File: src/rtl/txmb_pkg.sv
package txmb_pkg;
  localparam int unsigned MB_NUM_DEF = 32;
  localparam int unsigned PRIO_W_DEF = 6;

  function automatic int unsigned idx_w(input int unsigned n);
    return (n > 1) ? $clog2(n) : 1;
  endfunction
endpackage

File: src/rtl/txmb_pick.sv
module txmb_pick #(
  parameter int unsigned MB_NUM = 32,
  parameter int unsigned PRIO_W = 6,
  localparam int unsigned IDX_W = txmb_pkg::idx_w(MB_NUM)
) (
  input  logic [MB_NUM-1:0]        elig_i,
  input  logic [MB_NUM*PRIO_W-1:0] prio_i,
  output logic                     any_o,
  output logic [IDX_W-1:0]         idx_o
);
  logic [PRIO_W-1:0] best;

  // ascending scan with >= : equal priority lets the higher index take over
  always_comb begin
    any_o = 1'b0;
    idx_o = '0;
    best  = '0;
    for (int i = 0; i < MB_NUM; i++) begin
      if (elig_i[i] && (!any_o || prio_i[i*PRIO_W +: PRIO_W] >= best)) begin
        any_o = 1'b1;
        idx_o = IDX_W'(i);
        best  = prio_i[i*PRIO_W +: PRIO_W];
      end
    end
  end
endmodule

File: src/rtl/txmb_flags.sv
module txmb_flags #(
  parameter int unsigned MB_NUM = 32
) (
  input  logic              clk_i,
  input  logic              rst_ni,
  input  logic [MB_NUM-1:0] req_set_i,
  input  logic [MB_NUM-1:0] withdraw_i,
  input  logic [MB_NUM-1:0] done_i,
  input  logic [MB_NUM-1:0] ack_clr_i,
  input  logic [MB_NUM-1:0] abt_clr_i,
  output logic [MB_NUM-1:0] req_o,
  output logic [MB_NUM-1:0] ack_o,
  output logic [MB_NUM-1:0] abt_o
);
  for (genvar i = 0; i < MB_NUM; i++) begin : g_mb
    always_ff @(posedge clk_i or negedge rst_ni) begin
      if (!rst_ni) begin
        req_o[i] <= 1'b0;
        ack_o[i] <= 1'b0;
        abt_o[i] <= 1'b0;
      end else begin
        req_o[i] <= (req_o[i] & ~withdraw_i[i] & ~done_i[i]) | req_set_i[i];
        ack_o[i] <= (ack_o[i] & ~ack_clr_i[i]) | done_i[i];
        abt_o[i] <= (abt_o[i] & ~abt_clr_i[i]) | withdraw_i[i];
      end
    end
  end
endmodule

File: src/rtl/txmb_arbiter.sv
module txmb_arbiter #(
  parameter int unsigned MB_NUM = txmb_pkg::MB_NUM_DEF,
  parameter int unsigned PRIO_W = txmb_pkg::PRIO_W_DEF,
  localparam int unsigned IDX_W = txmb_pkg::idx_w(MB_NUM)
) (
  input  logic                     clk_i,
  input  logic                     rst_ni,
  input  logic [MB_NUM-1:0]        mb_en_i,
  input  logic [MB_NUM-1:0]        mb_dir_i,
  input  logic [MB_NUM*PRIO_W-1:0] mb_prio_i,
  input  logic [MB_NUM-1:0]        irq_mask_i,
  input  logic [MB_NUM-1:0]        req_set_i,
  input  logic [MB_NUM-1:0]        req_rst_i,
  input  logic [MB_NUM-1:0]        ack_clr_i,
  input  logic [MB_NUM-1:0]        abt_clr_i,
  input  logic                     bus_idle_i,
  input  logic                     tx_done_i,
  output logic                     sel_valid_o,
  output logic [IDX_W-1:0]         sel_idx_o,
  output logic [MB_NUM-1:0]        req_o,
  output logic [MB_NUM-1:0]        ack_o,
  output logic [MB_NUM-1:0]        abt_o,
  output logic                     gmif_o
);
  logic              sel_valid_q;
  logic [IDX_W-1:0]  sel_idx_q;
  logic              in_flight;
  logic [MB_NUM-1:0] fly_oh, withdraw, done_oh, elig;
  logic              pick_any;
  logic [IDX_W-1:0]  pick_idx;

  assign in_flight = sel_valid_q & ~bus_idle_i;

  always_comb begin
    fly_oh = '0;
    if (in_flight) fly_oh[sel_idx_q] = 1'b1;
  end

  assign withdraw = req_rst_i & req_o & ~fly_oh;
  assign done_oh  = tx_done_i ? fly_oh : '0;
  // withdrawals of this cycle are already out of the running
  assign elig     = req_o & ~withdraw & mb_en_i & ~mb_dir_i;

  txmb_pick #(.MB_NUM(MB_NUM), .PRIO_W(PRIO_W)) u_pick (
    .elig_i (elig),
    .prio_i (mb_prio_i),
    .any_o  (pick_any),
    .idx_o  (pick_idx)
  );

  txmb_flags #(.MB_NUM(MB_NUM)) u_flags (
    .clk_i      (clk_i),
    .rst_ni     (rst_ni),
    .req_set_i  (req_set_i),
    .withdraw_i (withdraw),
    .done_i     (done_oh),
    .ack_clr_i  (ack_clr_i),
    .abt_clr_i  (abt_clr_i),
    .req_o      (req_o),
    .ack_o      (ack_o),
    .abt_o      (abt_o)
  );

  always_ff @(posedge clk_i or negedge rst_ni) begin
    if (!rst_ni) begin
      sel_valid_q <= 1'b0;
      sel_idx_q   <= '0;
    end else if (bus_idle_i) begin
      sel_valid_q <= pick_any;
      sel_idx_q   <= pick_idx;
    end
  end

  assign sel_valid_o = sel_valid_q;
  assign sel_idx_o   = sel_idx_q;
  assign gmif_o      = |(ack_o & irq_mask_i);
endmodule

File: config.mk
export PLATFORM = sky130hd
export DESIGN_NAME = txmb_arbiter
export DESIGN_NICKNAME = d
export VERILOG_FILES = /design/src/rtl/txmb_pkg.sv /design/src/rtl/txmb_pick.sv /design/src/rtl/txmb_flags.sv /design/src/rtl/txmb_arbiter.sv
export SDC_FILE = /design/constraint.sdc
export NUM_CORES = 1
export LEC_CHECK = 0
export ABC_AREA = 1
export BUFFER_PORTS_ARGS = -buffer_cell sky130_fd_sc_hd__buf_2
export CAP_MARGIN = 20
export CORE_AREA = 2 2 204 206
export DETAILED_ROUTE_END_ITERATION = 7
export DIE_AREA = 0 0 206 208
export PLACE_DENSITY = 0.65
export SLEW_MARGIN = 0
export SYNTH_ARGS = -nofsm -noshare
export SYNTH_HDL_FRONTEND = slang
export SYNTH_SLANG_ARGS = --single-unit
File: constraint.sdc
create_clock -name clk_i -period 38.6 [get_ports clk_i]
set_clock_uncertainty 0.2 [all_clocks]
set_input_delay 7.72 -clock clk_i [delete_from_list [all_inputs] [get_ports clk_i]]
set_output_delay 7.72 -clock clk_i [all_outputs]
set_load 0.02 [all_outputs]
==> results of run 1 <==
worst register-to-register path, delay by kind of cell (launching register included):
family	cells	cell delay [ns]
AND/OR/NAND/NOR	187	14.57
buffers and inverters	47	4.41
AO/OA/AOI/OAI	83	8.96
adder cells (fa/ha/maj)	28	7.37
flip-flops	1	0.47
path summary, 6_finish.rpt:
path | startpoint | end | slack [ns]
min in group asynchronous | rst_ni | u_flags.req_o[3] | 7.13
worst max-delay path | bus_idle_i | sel_idx_o[4] | -4.17
worst min-delay path | u_flags.abt_o[8] | u_flags.abt_o[8] | 0.33
worst max register to register | sel_idx_o[4] | sel_idx_o[4] | 2.52
worst min register to register | u_flags.abt_o[8] | u_flags.abt_o[8] | 0.33
max in group asynchronous | rst_ni | u_flags.req_o[17] | 29.75
flip-flops by register name (all words and copies together), names as in the netlist:
signal and flops:
u_flags.req_o 32, u_flags.ack_o 32, sel_valid_o 1, u_flags.abt_o 32, sel_idx_o 5
where the power goes:
group	internal, uW	switching (uW)
registers	121	13.4
clock network	43.6	49.0
logic	501	529
total	666	591
Yosys cell counts, drive strengths merged:
cell	number	area (um^2)
dfrtp	102	2550
a31o	1	8.76
nor2	173	698
a21oi	26	130
clkinv	7	30.0
o21ai	213	1100
a31oi	1	6.26
nand3	177	933
a221oi	4	35.0
o31ai	1	7.51
a22oi	2	15.0
nor3b	26	206
a21o	2	15.0
nand2	612	2650
o211ai	5	37.5
a221o	1	10.0
ha	138	1730
a22o	9	78.8
nand3b	23	173
o21bai	36	270
o21a	8	60.1
o22ai	31	194
a2111oi	1	8.76
a21boi	6	52.6
or2	4	25.0
clkbuf	13	119
buf	24	239
nor3	15	75.1
inv	353	1330
nand4	4	25.0
area by class of cell:
class | instances | area [um^2]
antenna | 8 | 20.0
sequential | 102 | 2550
clock inverter | 5 | 37.5
clock buffer | 10 | 229
tap | 532 | 666
multi-input combinational | 1528 | 9830
fill | 3970 | 20000
inverter | 360 | 1370
timing repair buffer | 946 | 5860
per-layer routing:
| metal | vias to the layer above | share of wire [%] | global-route usage (%) |
|---|---|---|---|
| met4 | 6 | 3.3 | 9.75 |
| li1 | 8378 | - | - |
| met5 | - | 0.074 | 0 |
| met2 | 524 | 49 | 44.0 |
| met1 | 7606 | 41 | 29.2 |
| met3 | 113 | 6.0 | 4.73 |
cells in the final DEF, fill, tap and decap left out, types with 4 or more instances in the layout:
| cell type | instances |
|---|---|
| o21ai_4 | 14 |
| o21ai_2 | 64 |
| diode_2 | 8 |
| o21a_1 | 8 |
| clkbuf_16 | 9 |
| a21oi_1 | 21 |
| a22o_1 | 9 |
| nand3_1 | 161 |
| nand2_1 | 421 |
| dfrtp_1 | 102 |
| nor3_1 | 13 |
| buf_2 | 521 |
| o21bai_1 | 36 |
| a21oi_2 | 4 |
| o21ai_0 | 65 |
| nand2_4 | 50 |
| nand2_8 | 5 |
| clkinv_2 | 4 |
| o21ai_1 | 70 |
| nor2_4 | 4 |
| inv_1 | 321 |
| o22ai_1 | 30 |
| nand3_2 | 14 |
| nor2_2 | 14 |
| nor2_1 | 154 |
| a21boi_2 | 5 |
| nand3b_1 | 23 |
| buf_6 | 15 |
| nand2_2 | 145 |
| nor3b_1 | 25 |
| buf_4 | 408 |
| inv_2 | 30 |
| nand4_1 | 4 |
| o211ai_1 | 5 |
| a221oi_1 | 4 |
| ha_1 | 117 |
| ha_4 | 21 |
what timing repair did:
item | in CTS | in global routing
setup buffers | 76 | 25
gates cloned | 9 | 0
resized for setup | 183 | 98
endpoints found under the setup margin | 6 | 6
pin swaps | 148 | 132
through the flow:
step	cell area (um^2)	TNS, ns	setup WS, ns	hold WS [ns]	power [uW]
6_report	20600	-22.50	-4.17	0.331	1260
5_1_grt	20600	-43.12	-7.65	0.356	1390
4_1_cts	19900	-18.17	-3.44	0.338	1210
3_5_place_dp	18300	-30.85	-5.55	0.316	1020
3_3_place_gp	18300	-23.02	-4.24	0.318	989
2_1_floorplan	13000	-28.87	-5.30	0.417	657
cell families after synthesis:
group                      synth area share (%)
and+or+nand+nor                            37.4
AOI/OAI and AO/OA                          15.8
DFF                                        19.9
adders and majority gates                  13.5
buffers and inverters                      13.4
==> metrics.yaml, run 1 <==
avgSynthCellArea_um2: 6.35
cp.arrival_ns: 42.87
grt_pass1_wl_mm: 83.5
startpoint_type: "input pin"
crit_cells: 346
place_congestion: 1.03
crit_slowest_cell: "ha_4"
finalCoreUtilization_pct: 50.7
critPathBufInv: 48
dieHeight_um: 208
core_mm2: 0.0406
hold_path_class: "flip-flop to flip-flop"
clk_path_buf_depth: 2
critPathKind: "input pin to flip-flop"
ys_seq_elements: 102
crit_path_end_kind: "flip-flop"
yosysWarnings: 0
die_area_mm2: 0.0428
irDropWorstVdd_uv: 26.3
clk_latency_ns: 0.39
worst_slack_ns: -4.17
post-route-min-period_ns: 42.77
tightest_slew_ns: 1.20
grt_max_degree: 61
wl_per_cell_um: 15.8
synth-seq-area-share_pct: 19.9
tritoncts: "built"
first_pass_iters: 5
pin_count: 523
worstPathMaxFanout: 8
cpMostUsedCell: "nand2_1"
violations: "negative setup slack"
start_util_pct: 31.6
post-route-period-util_pct: 111
port_buffers: 522
routed_via_density: 4.76
slew_violations: 0
synth_area_mm2: 0.0128
cts_sinks: 102
drc: 0
cts_max_level: 3
clkTransAtPathRegs_ns: 0.08
overflow: 0
power_density_mw_per_mm2: 61.1
antenna_found_initial: 10
rsz0062_at_grt: "yes"
area_delta_synth_final_pct: 60.5
cp.required_ns: 38.70
maxCapViolCount: 0
place_inst: 3356
die_w_um: 206
num_rows: 74
routed_wl_mm: 55.1
grt_pass1_vias: 16700
status: "complete, but fails checks"
fmax_mhz: 23.4
root_buffer: "clkbuf_16"
finalHoldViolCount: 0
drt-initial-drc-count: 885
nets: 3505
dr_total_vias: 16600
ff2ff_path_depth: 345
synth_cells: 2018
leakage_uw: 0.0117
drive_gt1_share_pct: 45.7
grt_util_all_layers_pct: 24.8
crit_family: "simple AND/OR/NAND/NOR gates"
synth_nets: 2576
min_path_cells: 2
max_stage_delay_ns: 0.30
finalSetupViolCount: 6
numCtsBuffers: 9
ys_types: 51
relSlewSlack_pct: 19.6
stdcell_count: 3491
hpwl_mm: 44.9
drtAntennaViolNets: 0
ctsHoldBuffers: 0
Note: power is estimated with default switching activity, not from simulation.
==> inputs of run 2 (changes only) <==
--- a/config.mk
+++ b/config.mk
@@ -5,13 +5,12 @@
 export SDC_FILE = /design/constraint.sdc
 export NUM_CORES = 1
 export LEC_CHECK = 0
-export ABC_AREA = 1
 export BUFFER_PORTS_ARGS = -buffer_cell sky130_fd_sc_hd__buf_2
 export CAP_MARGIN = 20
 export CORE_AREA = 2 2 204 206
 export DETAILED_ROUTE_END_ITERATION = 7
 export DIE_AREA = 0 0 206 208
-export PLACE_DENSITY = 0.65
+export PLACE_DENSITY = 0.68
 export SLEW_MARGIN = 0
 export SYNTH_ARGS = -nofsm -noshare
 export SYNTH_HDL_FRONTEND = slang
==> run 2 against run 1 <==
Against the previous run:
- the run still ends with negative setup slack left
- die area stayed put
- clock-buffer cell count is 1 higher
- critical path type unchanged
- synthesized cell count shrank 9.5%
- largest power group unchanged
- global-route usage rose by 7.0 points
- highest routed layer unchanged
- sequential power about the same
- critical path depth shrank 57
- final cell count shrank 0.23%
- sequential share of layout area down 1.6 points
- first-iteration DRC count grew 53%
- setup slack worse by 16 ns
- wire length grew 30%
- utilization grew 7.3 points
==> metrics.yaml, run 2 <==
status: "complete, but fails checks"
violations: "negative setup slack"
worstPathMaxFanout: 8  # unchanged
startpoint_type: "input pin"
final_cell_mix: "614 x buf_4, 520 x buf_2, 200 x nand2_1, 182 x inv_1, 116 x nor2_1"
cts_sinks: 102  # unchanged
cts_max_level: 3  # unchanged
drc: 0  # unchanged
drtAntennaViolNets: 0  # unchanged
fillers: 3670  # -7.6%
synth_top_area_share_pct: 18.7  # -1.2 points
ys_top_cells_by_count: "217 x nand2_1, 186 x inv_1, 138 x ha_1, 135 x nor2_1, 128 x a21oi_1"
dieHeight_um: 208  # unchanged
final_common_cell: "buf_4"
drt-initial-drc-count: 1357  # +53%
synth_cells: 1827  # -9.5%
synth_area_mm2: 0.0136  # +6.5%
rrSetupSlack_ns: -13.20  # -15.72 ns
port_buffers: 522  # unchanged
dr_total_vias: 19200  # +15%
grt_max_degree: 66  # +8.2%
maxCapViolCount: 0  # unchanged
tightest_slew_ns: 1.01  # -0.194 ns
avgSynthCellArea_um2: 7.47  # +18%
register_area_mm2: 0.00255  # unchanged
clkTransAtPathRegs_ns: 0.08  # about the same
num_rows: 74  # unchanged
async_reset_ff_share_pct: 100  # unchanged
whs_ns: 0.299  # -0.0312 ns
finalHoldViolCount: 0  # unchanged
hold_path_class: "flip-flop to flip-flop"
cp.arrival_ns: 58.80  # +15.93 ns
synth_nets: 2385  # -7.4%
irDropWorstVdd_uv: 33.4  # +27%
multi_input_area_mm2: 0.0120  # +22%
finalCoreUtilization_pct: 58.0  # +7.3 points
clk_latency_ns: 0.40  # about the same
synth_most_common_cell: "nand2_1"
max_stage_delay_ns: 0.38  # +0.08 ns
slew_violations: 0  # unchanged
nets: 3501  # -0.11%
place_inst: 3375  # +0.57%
power_density_mw_per_mm2: 55.3  # -9.6%
post-route-period-util_pct: 152  # +41 points
finalSetupViolCount: 6  # unchanged
fmax_mhz: 17.0  # -27%
worst_slack_ns: -20.12  # -15.95 ns
leakage_uw: 0.0119  # +2.0%
reg_top3: "u_flags.abt_o (32), u_flags.ack_o (32), u_flags.req_o (32)"
synth-seq-area-share_pct: 18.7  # -1.2 points
die_area_mm2: 0.0428  # unchanged
synth_area_leaders: "dfrtp_1 19%, ha_1 13%, nand2_1 6.0%, inv_1 5.1%, a21oi_1 4.7%"
grt_pass1_wl_mm: 105  # +26%
core_mm2: 0.0406  # unchanged
drive_gt1_share_pct: 51.5  # +5.7 points
hpwl_mm: 58.0  # +29%
synth_top_flop_cell: "dfrtp_1"
synth_edf_count: 0  # unchanged
yosysTopAreaCell: "dfrtp_1"
stdcell_count: 3483  # -0.23%
routed_wl_mm: 71.8  # +30%
cp.required_ns: 38.68  # -0.02 ns
clk_path_buf_depth: 2  # unchanged
start_util_pct: 33.6  # +2.0 points
root_buffer: "clkbuf_16"
wl_per_cell_um: 20.6  # +31%
critPathKind: "input pin to flip-flop"
grt_pass1_vias: 19200  # +15%
rsz0062_at_grt: "yes"
crit_slowest_cell: "or3_4"
crit_path_end_kind: "flip-flop"
place_congestion: 1.03  # -0.29%
numCtsBuffers: 9  # unchanged
ctsHoldBuffers: 0  # unchanged
relSlewSlack_pct: 32.5  # +13 points
area_delta_synth_final_pct: 72.5
tritoncts: "built"
die_w_um: 206  # unchanged
overflow: 0  # unchanged
grt_util_all_layers_pct: 31.9  # +7.0 points
first_pass_iters: 6  # +1
post-route-min-period_ns: 58.72  # +15.95 ns
pin_count: 523  # unchanged
ys_types: 108  # +110%
ys_seq_elements: 102  # unchanged
antenna_found_initial: 8  # -2
yosysWarnings: 0  # unchanged
routed_via_density: 5.51  # +16%
-- run 2: through the flow --
| step | TNS, ns | setup slack [ns] | area, um^2 | total power (uW) |
|---|---|---|---|---|
| finish | -111.05 | -20.12 | 23500 | 1300 |
| detailed placement | -119.71 | -21.61 | 21600 | 1060 |
| floorplan | -107.51 | -19.63 | 14500 | 639 |
| global placement | -108.69 | -19.70 | 21600 | 1030 |
| global route | -125.27 | -22.59 | 23500 | 1390 |
| CTS | -108.86 | -19.72 | 22400 | 1200 |
-- run 2: cell families after synthesis --
family | share of synthesized area [%]
AOI/OAI and AO/OA | 31.7
xor gates and xnor gates | 0.578
adders and majority gates | 13.3
buffers and inverters | 6.38
DFF | 18.7
muxes | 4.71
and+or+nand+nor | 24.6
-- run 2: layout make-up --
type	count	share of cell area, %
inverters	186	2.99
multi-input cells	1497	50.8
clock buffers	11	1.03
clock inverters	5	0.181
well taps	532	2.83
diodes	3	0.0319
flip-flops and latches	102	10.8
repair buffers	1147	31.3
-- run 2: critical path: cells and delay by family --
kind | cells | cell delay (ns)
buf+inv | 15 | 1.82
mux | 19 | 5.78
compound gates | 138 | 22.17
fa+ha+maj | 37 | 9.56
simple gates | 80 | 11.52
-- run 2: path summary, 6_finish.rpt --
check	startpoint	to	depth (start not counted)
setup reg to reg	sel_idx_o[1]	sel_idx_o[4]	288
hold / removal	u_flags.abt_o[25]	u_flags.abt_o[25]	1
hold reg to reg	u_flags.abt_o[25]	u_flags.abt_o[25]	1
setup / recovery	bus_idle_i	sel_idx_o[4]	289
max in group asynchronous	rst_ni	u_flags.abt_o[13]	2
min in group asynchronous	rst_ni	u_flags.abt_o[30]	1
-- run 2: repair_timing --
| item | CTS | global route |
|---|---|---|
| pin swaps | 72 | 164 |
| setup buffers | 37 | 52 |
| resized for setup | 70 | 147 |
| gates cloned | 0 | 0 |
| setup endpoints to repair | 6 | 6 |
-- run 2: report_power, final --
part           leakage (uW)  switching [uW]  total (uW)  internal [uW]
logic                0.0105             523        1070            544
clock network      0.000136            54.5         101           46.3
registers           0.00123            12.5         132            120
-- run 2: routing by layer --
metal	global-route usage [%]	vias up	part of all wire (%)
li1	-	8997	-
met1	39.6	9167	40
met2	54.1	845	48
met3	4.78	161	7.2
met4	14.1	4	4.4
met5	0	-	0.031
